File: src/rtl/cms_pkg.sv
package cms_pkg;
  typedef enum logic [1:0] {
    MD_STD = 2'd0,
    MD_C10 = 2'd1,
    MD_C16 = 2'd2,
    MD_IMM = 2'd3
  } mode_e;
endpackage

File: src/rtl/cms_halfword_buf.sv
// Holds the upper halfword of a 32-bit instruction until its partner arrives.
module cms_halfword_buf #(
  parameter int HALF_W = 16
) (
  input  logic              clk,
  input  logic              rst_n,
  input  logic              flush,
  input  logic              load,
  input  logic              clear,
  input  logic [HALF_W-1:0] in_data,
  output logic              held_valid,
  output logic [HALF_W-1:0] held_data
);
  always_ff @(posedge clk) begin
    if (!rst_n) begin
      held_valid <= 1'b0;
      held_data  <= '0;
    end else if (flush) begin
      held_valid <= 1'b0;
    end else if (load) begin
      held_valid <= 1'b1;
      held_data  <= in_data;
    end else if (clear) begin
      held_valid <= 1'b0;
    end
  end

  // a held upper halfword survives until its instruction leaves
  a_r2_held_stable: assert property (@(posedge clk) disable iff (!rst_n)
    held_valid && !load && !clear && !flush |=> held_valid && $stable(held_data));
  // flush drops the held halfword
  a_r11_flush_drops: assert property (@(posedge clk) disable iff (!rst_n)
    flush |=> !held_valid);
endmodule

File: src/rtl/cms_mode_fsm.sv
// Mode state: advances once per accepted instruction.
module cms_mode_fsm
  import cms_pkg::*;
(
  input  logic  clk,
  input  logic  rst_n,
  input  logic  flush,
  input  logic  fire,
  input  logic  ctl_n,
  input  logic  ctl_m,
  input  logic  enter_cmp,
  output mode_e mode,
  output logic  excursion
);
  mode_e mode_nx;
  logic  exc_nx;

  always_comb begin
    mode_nx = mode;
    exc_nx  = excursion;
    unique case (mode)
      MD_STD: begin
        if (excursion) begin
          mode_nx = MD_C16;
          exc_nx  = 1'b0;
        end else if (enter_cmp) begin
          mode_nx = MD_C10;
        end
      end
      MD_C10: mode_nx = ctl_m ? MD_C16 : MD_STD;
      default: begin
        unique case ({ctl_n, ctl_m})
          2'b01: mode_nx = MD_C16;
          2'b00: mode_nx = MD_STD;
          2'b10: begin
            mode_nx = MD_STD;
            exc_nx  = 1'b1;
          end
          default: mode_nx = MD_IMM;
        endcase
      end
    endcase
  end

  always_ff @(posedge clk) begin
    if (!rst_n) begin
      mode      <= MD_STD;
      excursion <= 1'b0;
    end else if (flush) begin
      mode      <= MD_STD;
      excursion <= 1'b0;
    end else if (fire) begin
      mode      <= mode_nx;
      excursion <= exc_nx;
    end
  end

  // no accepted instruction, no mode change
  a_r10_mode_hold: assert property (@(posedge clk) disable iff (!rst_n)
    !fire && !flush |=> $stable(mode) && $stable(excursion));
  // flush forces 32-bit mode
  a_r11_flush_std: assert property (@(posedge clk) disable iff (!rst_n)
    flush |=> mode == MD_STD && !excursion);
  // closing an excursion returns to 16-bit mode whatever enter_cmp says
  a_r6_exc_return: assert property (@(posedge clk) disable iff (!rst_n)
    fire && !flush && mode == MD_STD && excursion |=> mode == MD_C16 && !excursion);
  // entry request on a plain 32-bit instruction
  a_r3_entry: assert property (@(posedge clk) disable iff (!rst_n)
    fire && !flush && mode == MD_STD && !excursion && enter_cmp |=> mode == MD_C10);
  // excursion flag only lives in 32-bit mode
  a_r6_exc_in_std: assert property (@(posedge clk) disable iff (!rst_n)
    excursion |-> mode == MD_STD);
endmodule

File: src/rtl/cms_field_tap.sv
// Pulls control bits, opcode group and legality out of a compressed halfword.
module cms_field_tap
  import cms_pkg::*;
#(
  parameter int              HALF_W     = 16,
  parameter int              GRP_W      = 3,
  parameter int              GRP_POS    = 5,
  parameter int              LEAD_W     = 4,
  parameter logic [GRP_W-1:0] RESTR_GRP = 3'b001,
  parameter bit              CHECK_C10  = 1'b1
) (
  input  logic [HALF_W-1:0] half,
  input  mode_e             mode,
  output logic              ctl_n,
  output logic              ctl_m,
  output logic [GRP_W-1:0]  group,
  output logic              illegal
);
  localparam int GRP_HI = HALF_W - 1 - GRP_POS;
  localparam int GRP_LO = GRP_HI - GRP_W + 1;

  logic [LEAD_W-1:0] lead;

  assign ctl_n = half[HALF_W-1];
  assign ctl_m = half[0];
  assign group = half[GRP_HI:GRP_LO];
  assign lead  = half[HALF_W-1 -: LEAD_W];

  generate
    if (CHECK_C10) begin : g_chk
      assign illegal = (mode == MD_C10) && (group == RESTR_GRP) &&
                       (lead == {LEAD_W{1'b1}});
    end else begin : g_nochk
      assign illegal = 1'b0;
    end
  endgenerate
endmodule

File: src/rtl/cms_seq.sv
module cms_seq
  import cms_pkg::*;
#(
  parameter int HALF_W = 16,
  parameter int GRP_W  = 3
) (
  input  logic                clk,
  input  logic                rst_n,
  input  logic                flush,
  input  logic                enter_cmp,
  input  logic                in_valid,
  output logic                in_ready,
  input  logic [HALF_W-1:0]   in_data,
  output logic                out_valid,
  input  logic                out_ready,
  output logic [2*HALF_W-1:0] out_insn,
  output logic [1:0]          out_mode,
  output logic [GRP_W-1:0]    out_group,
  output logic                out_illegal
);
  localparam int INSN_W = 2 * HALF_W;

  mode_e             mode;
  logic              excursion;
  logic              held_valid;
  logic [HALF_W-1:0] held_data;
  logic              is_std, fire, load, clear;
  logic              ctl_n, ctl_m, illegal;
  logic [GRP_W-1:0]  group;

  assign is_std = (mode == MD_STD);

  always_comb begin
    if (flush) begin
      in_ready  = 1'b0;
      out_valid = 1'b0;
    end else if (is_std && !held_valid) begin
      in_ready  = 1'b1;
      out_valid = 1'b0;
    end else begin
      in_ready  = out_ready;
      out_valid = in_valid;
    end
  end

  assign fire  = out_valid && out_ready;
  assign load  = !flush && is_std && !held_valid && in_valid;
  assign clear = fire && is_std;

  cms_halfword_buf #(.HALF_W(HALF_W)) u_buf (
    .clk(clk), .rst_n(rst_n), .flush(flush), .load(load), .clear(clear),
    .in_data(in_data), .held_valid(held_valid), .held_data(held_data)
  );

  cms_field_tap #(.HALF_W(HALF_W), .GRP_W(GRP_W)) u_tap (
    .half(in_data), .mode(mode), .ctl_n(ctl_n), .ctl_m(ctl_m),
    .group(group), .illegal(illegal)
  );

  cms_mode_fsm u_fsm (
    .clk(clk), .rst_n(rst_n), .flush(flush), .fire(fire),
    .ctl_n(ctl_n), .ctl_m(ctl_m), .enter_cmp(enter_cmp),
    .mode(mode), .excursion(excursion)
  );

  assign out_insn    = is_std ? {held_data, in_data} : {{(INSN_W-HALF_W){1'b0}}, in_data};
  assign out_mode    = mode;
  assign out_group   = is_std ? '0 : group;
  assign out_illegal = !is_std && illegal;

  // a stalled output keeps its mode tag
  a_r10_stall_mode: assert property (@(posedge clk) disable iff (!rst_n)
    out_valid && !out_ready && !flush |=> $stable(out_mode));
  // compressed instructions occupy only the low half
  a_r12_upper_zero: assert property (@(posedge clk) disable iff (!rst_n)
    out_valid && out_mode != 2'd0 |-> out_insn[INSN_W-1:HALF_W] == '0);
  // illegal flag only in 10-bit mode
  a_r9_illegal_mode: assert property (@(posedge clk) disable iff (!rst_n)
    out_valid && out_illegal |-> out_mode == 2'd1);
  // 32-bit instructions carry no group
  a_r2_std_nogroup: assert property (@(posedge clk) disable iff (!rst_n)
    out_valid && out_mode == 2'd0 |-> out_group == '0 && !out_illegal);
endmodule

File: config.mk
export PLATFORM = sky130hd
export DESIGN_NAME = cms_seq
export DESIGN_NICKNAME = d
export VERILOG_FILES = /design/src/rtl/cms_pkg.sv /design/src/rtl/cms_halfword_buf.sv /design/src/rtl/cms_mode_fsm.sv /design/src/rtl/cms_field_tap.sv /design/src/rtl/cms_seq.sv
export SDC_FILE = /design/constraint.sdc
export NUM_CORES = 1
export LEC_CHECK = 0
export BUFFER_PORTS_ARGS = -buffer_cell sky130_fd_sc_hd__buf_2
export CAP_MARGIN = 20
export CORE_MARGIN = 2
export CORE_UTILIZATION = 41
export DETAILED_ROUTE_END_ITERATION = 10
export PLACE_DENSITY = 0.8
export RECOVER_POWER = 25
export SLEW_MARGIN = 40
export SYNTH_ARGS = -nofsm -noshare
export SYNTH_HDL_FRONTEND = slang
export SYNTH_HIERARCHICAL = 1
export SYNTH_SLANG_ARGS = --single-unit
File: constraint.sdc
create_clock -name clk -period 1.36 [get_ports clk]
set_clock_uncertainty 0.05 [all_clocks]
set_input_delay 0.068 -clock clk [delete_from_list [all_inputs] [get_ports clk]]
set_output_delay 0.068 -clock clk [all_outputs]
set_load 0.03 [all_outputs]
==> flow_summary.ini <==
[floorplanning]
design.die.area_sq_mm = 0.00352
die_x_um = 59.4
coreArea_sq_mm = 0.00298
initial_core_util = 0.422
rows = 20
io_pins = 62
dieHeight_um = 59.4

[synth]
synth_edf_count = 0
yosys_most_used_dff = dfxtp_1
synth_area_sq_mm = 0.00126
netlist_top_cells_area = dfxtp_1 32%, mux2i_1 13%, buf_4 13%
yosysSeqAreaShare = 0.319
syn_inst = 147
syn_avg_cell_area_sq_um = 8.55
yosys.area.top_type = dfxtp_1
synth.top_cell.area_share = 0.319
synth_nets = 169
synthDistinctLibCells = 30
yosysMostFrequentCell = nand2_1
ys_warn_count = 6
ys_top_cells_by_count = 35 x nand2_1, 21 x buf_4, 20 x dfxtp_1, 16 x mux2i_1, 11 x and2_1
synthArstFlopShare = 0
ys_seq_elements = 20

[setup_path]
crit_cells = 5
cp_slowest_cell = dfxtp_4
critPathTopFamily = flip-flops
path_cells = buf_4, nor3_4, buf_6, o21ba_4, buf_6
r2r_cells = 6
reg2reg_slack_ps = -130
critPathBufInv = 3
crit_fanout = 4
cpMostUsedCell = buf_6
worst_ep_arrival_time_ps = 1380
endpoint_kind = primary output
startpoint_type = flop
required_ps = 1240
crit_type = flop to primary output
max_stage_delay_ps = 380

[layout]
stdcell_count = 247
layout-drive-gt1-share = 0.458
nets = 237
antenna-diode-count = 0
stdcell_area_sq_mm = 0.00184
syn_to_final_growth_pct = 46.4
final.fill_count = 257

[detailed_routing]
drt-initial-drc-count = 48
avgRoutedWirePerCell_um = 12.3
ant_nets = 0
vias = 1175
drtPass1Iterations = 4
vias_per_cell = 4.76
drcViolationCount = 0
wl_um = 3040

[cts]
clk_latency_ps = 300
cts_tree = yes
cts-root-buf = clkbuf_4
clk_path_buf_depth = 2
numCtsBuffers = 3
cts.sinks = 20
clk_pin_slew_ps = 110
htreeDepth = 1

[sta]
fin_ws_ps = -135
tightest_slew_ps = 402
fin_crit_sh = 1.10
finalSetupTns_ps = -3100
maxSlewHeadroom = 0.733
setup_viol = 42
rsz0062_at_grt = true
slew_viol_final = 0
finalHoldViolations = 0
period_minus_slack_ps = 1490
fmax_mhz = 669

[place]
post_dp_cell_area_sq_mm = 0.00147
place_inst = 220
preCtsSetupSlack_ps = -24.0
port_buffers = 61
dp_hpwl_um = 1870
gp_congestion = 0.744

[global_route]
grt_remaining_overflow = 0
antenna_found_initial = 0
grt_pass1_wl_um = 4480
grt_util_all_layers = 0.167
grt_pass1_vias = 1011
grt_start_max_net_pins = 34

[run_status]
violations = negative setup slack
status = complete, but fails checks

[run]
cap_violations = 0

[power_and_ir_drop]
max-vdd-ir-drop_uv = 419
power_mw = 1.29
leakage_nw = 0.853
powerDensity_mw_per_mm2 = 702

[min_path]
hold_path_class = input port to flop
min_path_cells = 3
==> through the flow <==
step / utilization / hold WS [ps]
floorplan: - / 160
global placement: 0.495 / 278
detailed placement: 0.495 / 287
CTS: 0.605 / 0.355
global route: 0.618 / 9.88
finish: 0.618 / 4.51
==> worst reg2reg max path, delay by kind of cell (launching register included) <==
family                 cells  cell delay [ps]
AO/OA/AOI/OAI              2              190
buffers and inverters      3              400
AND/OR/NAND/NOR            1              370
flip-flops                 1              380
==> layer usage <==
layer	track usage	routed length [um]
met1	0.186	1250
met2	0.312	1540
met3	0.0349	232
met4	0.0519	18
met5	0	0
==> flip-flops by register name, summed over array words and instances (netlist names) <==
| register | cells |
|---|---|
| u_buf/held_data | 16 |
| u_fsm/mode | 2 |
| u_buf/held_valid | 1 |
| u_fsm/excursion | 1 |
==> cell type report <==
class	count	area, sq um	area share
timing repair buffer	92	672	0.365
multi-input combinational	97	677	0.368
clock buffer	4	36.3	0.0197
sequential	20	409	0.222
tap	33	41.3	0.0224
inverter	1	3.75	0.00204
==> kinds of logic after synthesis <==
group,after synthesis,synth area share
buffers and inverters,30,0.187
AOI/OAI and AO/OA,7,0.0428
DFF,20,0.319
and+or+nand+nor,74,0.324
muxes,16,0.127
==> repair_timing <==
| action | 4_1_cts | 5_1_grt |
|---|---|---|
| endpoints found under the setup margin | 38 | 40 |
| endpoints found under the hold margin | 14 | 0 |
| resized for setup | 26 | 11 |
| pin swaps | 2 | 3 |
| hold buffers | 14 | 0 |
| buffers inserted | 6 | 2 |
| gates cloned | 1 | 0 |
==> cell usage in the layout (no fill, tap or decap), types with 2 or more instances in the layout <==
cell type,n
a31oi_1,2
and2_1,11
and2_2,5
buf_2,38
buf_4,27
buf_6,7
clkbuf_1,4
clkbuf_4,3
dfxtp_1,17
dfxtp_4,2
dlygate4sd3_1,14
mux2i_1,16
nand2_1,35
nor2_1,2
nor2b_1,6
nor2b_4,2
nor3b_2,2
==> path summary, 6_finish.rpt <==
| check | endpoint | startpoint |
|---|---|---|
| worst max-delay path | in_ready | u_fsm/mode[0]$_SDFFE_PP0P_ |
| worst min register to register | u_buf/held_data[7]$_SDFFE_PN0P_ | u_buf/held_data[7]$_SDFFE_PN0P_ |
| worst min-delay path | u_buf/held_data[0]$_SDFFE_PN0P_ | in_data[0] |
| worst max register to register | u_fsm/mode[0]$_SDFFE_PP0P_ | u_fsm/mode[0]$_SDFFE_PP0P_ |
==> where the power goes <==
group / internal (mW) / leakage (nW) / total (mW) / switching [mW]
clock: 0.163 / 0.0210 / 0.346 / 0.183
sequential: 0.599 / 0.164 / 0.608 / 0.00913
combinational: 0.150 / 0.668 / 0.337 / 0.187
total: 0.912 / 0.853 / 1.29 / 0.379
Note: power is estimated with default switching activity, not from simulation.
